File: src/rtl/pgc_pkg.sv
package pgc_pkg;

    // reference code chosen for the stage, signed two-bit encoding
    typedef enum logic [1:0] {
        REF_ZERO = 2'b00,
        REF_POS  = 2'b01,
        REF_NEG  = 2'b11
    } ref_e;

    // per-sample control bits from the stage
    typedef struct packed {
        logic dec_lo;
        logic dec_hi;
        logic near_lo;
        logic near_hi;
        logic rsel;
    } stage_bits_t;

    // a marker counts only when it is the single marker of the sample
    function automatic logic only_lo(stage_bits_t b);
        return b.near_lo & ~b.near_hi;
    endfunction

    function automatic logic only_hi(stage_bits_t b);
        return b.near_hi & ~b.near_lo;
    endfunction

    function automatic ref_e pick_ref(stage_bits_t b);
        ref_e r;
        if (only_lo(b)) begin
            r = b.rsel ? REF_ZERO : REF_NEG;
        end else if (only_hi(b)) begin
            r = b.rsel ? REF_POS : REF_ZERO;
        end else begin
            case ({b.dec_lo, b.dec_hi})
                2'b00:   r = REF_NEG;
                2'b11:   r = REF_POS;
                default: r = REF_ZERO;
            endcase
        end
        return r;
    endfunction

endpackage

File: src/rtl/pgc_ref_sel.sv
module pgc_ref_sel
    import pgc_pkg::*;
(
    input  logic        in_valid,
    input  stage_bits_t bits,
    output ref_e        ref_code,
    output logic [1:0]  ch_en
);
    // reference code and channel enables
    always_comb begin
        ref_code = pick_ref(bits);
        ch_en[0] = in_valid & only_lo(bits);
        ch_en[1] = in_valid & only_hi(bits);
    end
endmodule

File: src/rtl/pgc_corrector.sv
module pgc_corrector
    import pgc_pkg::*;
#(
    parameter int RAW_W  = 14,
    parameter int OUT_W  = 12,
    parameter int FRAC   = 10,
    parameter int BETA_W = RAW_W + FRAC + 2,
    parameter int CORR_W = BETA_W + 1 - FRAC
) (
    input  logic signed [RAW_W-1:0]  raw,
    input  logic signed [BETA_W-1:0] beta,
    input  ref_e                     ref_code,
    output logic signed [CORR_W-1:0] corr_full,
    output logic signed [OUT_W-1:0]  corr_out
);
    localparam int PW   = BETA_W + 1;
    localparam int DROP = RAW_W - OUT_W;
    localparam logic signed [PW-1:0]     HALF   = PW'(2 ** (FRAC - 1));
    localparam logic signed [CORR_W-1:0] HI_LIM = CORR_W'((2 ** (OUT_W - 1)) - 1);
    localparam logic signed [CORR_W-1:0] LO_LIM = -HI_LIM - CORR_W'(1);

    logic signed [PW-1:0]     scaled;
    logic signed [PW-1:0]     biased;
    logic signed [CORR_W-1:0] rounded;
    logic signed [CORR_W-1:0] shifted;

    always_comb begin
        case (ref_code)
            REF_POS: scaled = PW'(beta);
            REF_NEG: scaled = -PW'(beta);
            default: scaled = '0;
        endcase
        // round to nearest, ties upward
        biased    = scaled + HALF;
        rounded   = CORR_W'(biased >>> FRAC);
        corr_full = CORR_W'(raw) - rounded;
        shifted   = corr_full >>> DROP;
        // saturate to the output range
        if (shifted > HI_LIM) begin
            corr_out = HI_LIM[OUT_W-1:0];
        end else if (shifted < LO_LIM) begin
            corr_out = LO_LIM[OUT_W-1:0];
        end else begin
            corr_out = shifted[OUT_W-1:0];
        end
    end
endmodule

File: src/rtl/pgc_est_chan.sv
module pgc_est_chan #(
    parameter int CORR_W = 17,
    parameter int EST_W  = CORR_W + 1
) (
    input  logic                     clk,
    input  logic                     rst,
    input  logic                     en,
    input  logic                     rsel,
    input  logic signed [CORR_W-1:0] corr,
    output logic                     fire,
    output logic signed [EST_W-1:0]  est
);
    logic signed [CORR_W-1:0] hold_hi;
    logic signed [CORR_W-1:0] hold_lo;
    logic                     full_hi;
    logic                     full_lo;

    // a pair completes when the opposite slot is filled
    always_comb begin
        fire = en & (rsel ? full_lo : full_hi);
        if (rsel) begin
            est = EST_W'(corr) - EST_W'(hold_lo);
        end else begin
            est = EST_W'(hold_hi) - EST_W'(corr);
        end
    end

    always_ff @(posedge clk) begin
        if (rst) begin
            hold_hi <= '0;
            hold_lo <= '0;
            full_hi <= 1'b0;
            full_lo <= 1'b0;
        end else if (en) begin
            if (fire) begin
                full_hi <= 1'b0;
                full_lo <= 1'b0;
            end else if (rsel) begin
                hold_hi <= corr;
                full_hi <= 1'b1;
            end else begin
                hold_lo <= corr;
                full_lo <= 1'b1;
            end
        end
    end
endmodule

File: src/rtl/pgc_step_sched.sv
module pgc_step_sched #(
    parameter int CNT_W     = 22,
    parameter int FRAC      = 10,
    parameter int MU_COARSE = 10,
    parameter int MU_FINE   = 12,
    parameter int SH_W      = $clog2(MU_FINE - FRAC + 1)
) (
    input  logic             clk,
    input  logic             rst,
    input  logic             tick,
    input  logic [CNT_W-1:0] limit,
    output logic             fine,
    output logic [SH_W-1:0]  shamt
);
    localparam logic [SH_W-1:0] SH_COARSE = SH_W'(MU_COARSE - FRAC);
    localparam logic [SH_W-1:0] SH_FINE   = SH_W'(MU_FINE - FRAC);

    logic [CNT_W-1:0] cnt;

    // saturating sample count
    always_ff @(posedge clk) begin
        if (rst) begin
            cnt <= '0;
        end else if (tick && (cnt != '1)) begin
            cnt <= cnt + CNT_W'(1);
        end
    end

    always_comb begin
        fine  = (cnt >= limit);
        shamt = fine ? SH_FINE : SH_COARSE;
    end
endmodule

File: src/rtl/pstage_gap_cal.sv
module pstage_gap_cal
    import pgc_pkg::*;
#(
    parameter int RAW_W     = 14,
    parameter int OUT_W     = 12,
    parameter int FRAC      = 10,
    parameter int MU_COARSE = 10,
    parameter int MU_FINE   = 12,
    parameter int CNT_W     = 22
) (
    input  logic                            clk,
    input  logic                            rst,
    input  logic                            in_valid,
    input  logic                            dec_lo,
    input  logic                            dec_hi,
    input  logic                            near_lo,
    input  logic                            near_hi,
    input  logic                            rsel,
    input  logic signed [RAW_W-1:0]         raw_word,
    input  logic [CNT_W-1:0]                phase_limit,
    output logic                            out_valid,
    output logic signed [OUT_W-1:0]         corr_word,
    output logic signed [RAW_W+FRAC+1:0]    gap_coef,
    output logic                            fine_step
);
    localparam int BETA_W = RAW_W + FRAC + 2;
    localparam int CORR_W = BETA_W + 1 - FRAC;
    localparam int EST_W  = CORR_W + 1;
    localparam int SH_W   = $clog2(MU_FINE - FRAC + 1);
    localparam int NCH    = 2;

    stage_bits_t              bits;
    ref_e                     ref_code;
    logic [NCH-1:0]           ch_en;
    logic [NCH-1:0]           ch_fire;
    logic signed [EST_W-1:0]  ch_est [NCH];
    logic signed [CORR_W-1:0] corr_full;
    logic signed [OUT_W-1:0]  corr_out;
    logic [SH_W-1:0]          shamt;
    logic signed [EST_W-1:0]  est_pick;
    logic signed [BETA_W-1:0] delta;
    logic signed [BETA_W-1:0] beta_q;
    logic signed [OUT_W-1:0]  corr_q;
    logic                     valid_q;

    assign bits = '{dec_lo: dec_lo, dec_hi: dec_hi, near_lo: near_lo,
                    near_hi: near_hi, rsel: rsel};

    pgc_ref_sel u_ref (
        .in_valid (in_valid),
        .bits     (bits),
        .ref_code (ref_code),
        .ch_en    (ch_en)
    );

    pgc_corrector #(
        .RAW_W  (RAW_W),
        .OUT_W  (OUT_W),
        .FRAC   (FRAC),
        .BETA_W (BETA_W),
        .CORR_W (CORR_W)
    ) u_corr (
        .raw       (raw_word),
        .beta      (beta_q),
        .ref_code  (ref_code),
        .corr_full (corr_full),
        .corr_out  (corr_out)
    );

    // one independent estimator per threshold
    for (genvar g = 0; g < NCH; g++) begin : g_chan
        pgc_est_chan #(
            .CORR_W (CORR_W),
            .EST_W  (EST_W)
        ) u_chan (
            .clk  (clk),
            .rst  (rst),
            .en   (ch_en[g]),
            .rsel (rsel),
            .corr (corr_full),
            .fire (ch_fire[g]),
            .est  (ch_est[g])
        );
    end

    pgc_step_sched #(
        .CNT_W     (CNT_W),
        .FRAC      (FRAC),
        .MU_COARSE (MU_COARSE),
        .MU_FINE   (MU_FINE),
        .SH_W      (SH_W)
    ) u_sched (
        .clk   (clk),
        .rst   (rst),
        .tick  (in_valid),
        .limit (phase_limit),
        .fine  (fine_step),
        .shamt (shamt)
    );

    // at most one channel fires per sample
    always_comb begin
        est_pick = '0;
        for (int k = 0; k < NCH; k++) begin
            if (ch_fire[k]) begin
                est_pick = ch_est[k];
            end
        end
        delta = BETA_W'(est_pick) >>> shamt;
    end

    always_ff @(posedge clk) begin
        if (rst) begin
            beta_q  <= '0;
            corr_q  <= '0;
            valid_q <= 1'b0;
        end else begin
            valid_q <= in_valid;
            if (in_valid) begin
                corr_q <= corr_out;
            end
            if (|ch_fire) begin
                beta_q <= beta_q + delta;
            end
        end
    end

    assign out_valid = valid_q;
    assign corr_word = corr_q;
    assign gap_coef  = beta_q;
endmodule

File: config.mk
export PLATFORM = sky130hd
export DESIGN_NAME = pstage_gap_cal
export DESIGN_NICKNAME = d
export VERILOG_FILES = /design/src/rtl/pgc_pkg.sv /design/src/rtl/pgc_ref_sel.sv /design/src/rtl/pgc_corrector.sv /design/src/rtl/pgc_est_chan.sv /design/src/rtl/pgc_step_sched.sv /design/src/rtl/pstage_gap_cal.sv
export SDC_FILE = /design/constraint.sdc
export NUM_CORES = 1
export LEC_CHECK = 0
export BUFFER_PORTS_ARGS = -buffer_cell sky130_fd_sc_hd__clkbuf_2
export CAP_MARGIN = 20
export CORE_MARGIN = 2
export CORE_UTILIZATION = 64
export CTS_BUF_LIST = sky130_fd_sc_hd__clkbuf_8
export CTS_CLUSTER_SIZE = 14
export DETAILED_ROUTE_END_ITERATION = 10
export HOLD_SLACK_MARGIN = 0.05
export PLACE_DENSITY = 0.89
export SETUP_SLACK_MARGIN = 0.02
export SYNTH_ARGS = -nofsm -noshare
export SYNTH_HDL_FRONTEND = slang
export SYNTH_SLANG_ARGS = --single-unit
export TNS_END_PERCENT = 20
File: constraint.sdc
create_clock -name clk -period 16.1 [get_ports clk]
set_input_delay 0.805 -clock clk [delete_from_list [all_inputs] [get_ports clk]]
set_output_delay 0.805 -clock clk [all_outputs]
set_load 0.03 [all_outputs]
==> flow_summary.yaml <==
critical_path:
  worst-path-buf-inv: 4
  path_common_cell: "a21oi_1"
  critPathArrivalTime_ns: 11.19
  worst_setup_path_start_kind: "input port"
  cpPeakStageDelay_ns: 0.74
  path_delay_family: "compound AO/OA/AOI/OAI gates"
  cp_slowest_cell: "a211oi_2"
  cp_max_fo: 40
  required_ns: 16.48
  end_kind: "flip-flop"
  crit_type: "in -> reg"
placed_design:
  gp_congestion: 0.9975
  place_ws_ns: 5.050
  portBuffers: 83
  hpwl_microns: 25890
  place_area_sq_mm: 0.01280
layout:
  syn_to_final_growth_pct: 7.545
  multi_input_area_sq_mm: 0.008906
  regArea_sq_mm: 0.002663
  fillers: 1559
  drive_gt1_share_pct: 10.91
  final_area_sq_mm: 0.01320
  diodes: 0
  nets: 1881
logic_synthesis:
  synth.avg_cell_area_sq_um: 7.357
  synth_fp_nets: 1839
  ys.flop_type: "dfxtp_1"
  synth_edf_count: 0
  synthArstFlopShare_pct: 0
  synth.most_common_cell: "nand2_1"
  synth_top_area_share_pct: 21.70
  ys_ff_latch: 133
  synth_common_cells: "nand2_1, a21oi_1, nor2_1, dfxtp_1, ha_1"
  synth_area_leaders: "dfxtp_1, ha_1, a21oi_1"
  yosysUniqueCellTypes: 94
  yosysTopAreaCell: "dfxtp_1"
  seq_area_frac_synth_pct: 21.70
  yosysWarnings: 0
  netlist_instances: 1668
  syn-cell-area_sq_mm: 0.01227
global_routing:
  grt_pass1_wl_microns: 56850
  grt_pass1_vias: 11547
  grt-ovfl-total: 0
  grt_max_degree: 68
  antenna_found_initial: 0
  grt_use_total_pct: 34.68
sta:
  setup_viol: 0
  rsz0062_at_grt: "false"
  relSlewSlack_pct: 30.66
  fmax_mhz: 92.54
  worst_slew_pin_slew_ns: 1.038
  worst_clock_skew_ns: 0.01016
  drv_slew: 0
  fin_crit_sh_pct: 67.12
  hold_viol: 0
  period_minus_slack_ns: 10.81
  fin_setup_tns_ns: 0
  setup_slack_ns: 5.294
power:
  intPower_mw: 0.5921
  pwr-share-seq_pct: 36.4
  comb_power_share_pct: 32.9
  irDropWorstVdd_v: 0.00005455
  leakage_nw: 5.547
  clkPwrFrac_pct: 30.7
  netSwitchingFraction_pct: 37.53
  power_density_mw_per_mm2: 71.82
  switchingPower_mw: 0.3557
detailed_routing:
  wl_per_cell_microns: 17.81
  met1Wirelength_microns: 14910
  route.met3.wl_microns: 3211
  routed_wl_microns: 34860
  post-route-drc-count: 0
  via_count: 12298
  antenna_left: 0
  drtIter0Drc: 1291
  dr.pass1.iters: 6
  viasPerCell: 6.284
  dr_wl_met2_microns: 15460
  top_layer_used: "met4"
run:
  cap_violations: 0
clocking:
  cts_htree_levels: 4
  postCtsSetupBuffers: 0
  cts_sinks: 133
  cts_tree: "yes"
  cts_buffers: 17
  cts_hold_buf: 0
  clk_latency_ns: 0.49
  ctsResizeCount: 0
  clockBufferDepth: 2
  root_buffer: "clkbuf_8"
  clk_pin_slew_ns: 0.08
floorplan:
  dieArea_sq_mm: 0.02030
  die_w_microns: 142.5
  core_area_sq_mm: 0.01877
  io_pins: 84
  initial_core_util_pct: 65.39
  fp.dieH_microns: 142.5
  rows: 50
run_status:
  status: "completed"
hold_path:
  holdCritPathClass: "reg -> reg"
final timing paths:
kind,startpoint,to,slack (ns),cells past startpoint
max,rsel,gap_coef[25],5.29,45
min,g_chan[0].u_chan.hold_lo[4],g_chan[0].u_chan.hold_lo[4],0.46,2
max reg2reg,gap_coef[5],gap_coef[25],5.76,42
min reg2reg,g_chan[0].u_chan.hold_lo[4],g_chan[0].u_chan.hold_lo[4],0.46,2
worst min-delay path, delay by kind of cell (launching register included):
kind | cells | cell delay, ns
DFF | 1 | 0.32
AOI/OAI and AO/OA | 1 | 0.05
and+or+nand+nor | 1 | 0.05
cell families after synthesis:
| logic type | synth area share, % |
|---|---|
| and+or+nand+nor | 21.80 |
| adders and majority gates | 14.22 |
| AOI/OAI and AO/OA | 25.13 |
| buffers and inverters | 5.995 |
| DFF | 21.70 |
| xor gates and xnor gates | 9.248 |
| muxes | 1.907 |
sequential cells by signal, indices dropped and copies added, names as in the netlist:
| name | flops |
|---|---|
| u_sched.cnt | 22 |
| corr_word | 12 |
| g_chan.u_chan.hold_lo | 34 |
| g_chan.u_chan.full_lo | 2 |
| g_chan.u_chan.hold_hi | 34 |
| g_chan.u_chan.full_hi | 2 |
| gap_coef | 26 |
| out_valid | 1 |
metal layers:
metal,vias up,track usage (%)
li1,5935,-
met1,5689,46.43
met2,579,54.81
met3,95,7.133
met4,0,13.60
met5,-,0
cell usage in the layout, fill, tap and decap left out, types with 14 or more instances in the layout:
cell type,Yosys,layout
nor3_1,32,28
nor2_1,147,147
and3_1,15,15
inv_1,106,106
o31ai_1,14,14
or3_1,15,15
dfxtp_1,133,133
a21oi_1,184,184
o22ai_1,15,15
nor2b_1,20,20
nand2b_1,35,35
clkbuf_8,0,20
o21ai_0,73,73
a211oi_1,26,26
nand3_1,26,26
xor2_1,42,42
clkbuf_2,0,82
ha_1,121,121
nand2_1,233,233
buf_4,1,14
a21o_1,27,27
xnor2_1,80,80
a31oi_1,14,14
metrics by stage:
stage / utilization, % / hold slack, ns / std cells / total power [mW]
after floorplan: - / 0.4363 / 1668 / 0.5821
after global placement: 68.23 / 0.4370 / 1925 / 0.6460
after detailed placement: 68.23 / 0.4460 / 1925 / 0.6542
after CTS: 70.32 / 0.4600 / 1957 / 0.9386
after global routing: 70.32 / 0.4762 / 1957 / 0.9891
final: 70.32 / 0.4561 / 1957 / 0.9478
final cells by class:
type,instances,share of cell area (%)
clock inverters,12,0.8912
repair buffers,96,3.906
clock buffers,20,2.086
multi-input cells,1348,67.48
well taps,234,2.218
flip-flops and latches,133,20.17
inverters,114,3.242
power groups by stage:
stage / registers [mW] / logic [mW] / clock network (mW)
finish: 0.345 / 0.312 / 0.291
global route: 0.346 / 0.341 / 0.302
CTS: 0.345 / 0.304 / 0.290
detailed placement: 0.353 / 0.301 / 0
global placement: 0.352 / 0.294 / 0
floorplan: 0.358 / 0.224 / 0
(Power assumes the default switching activity.)
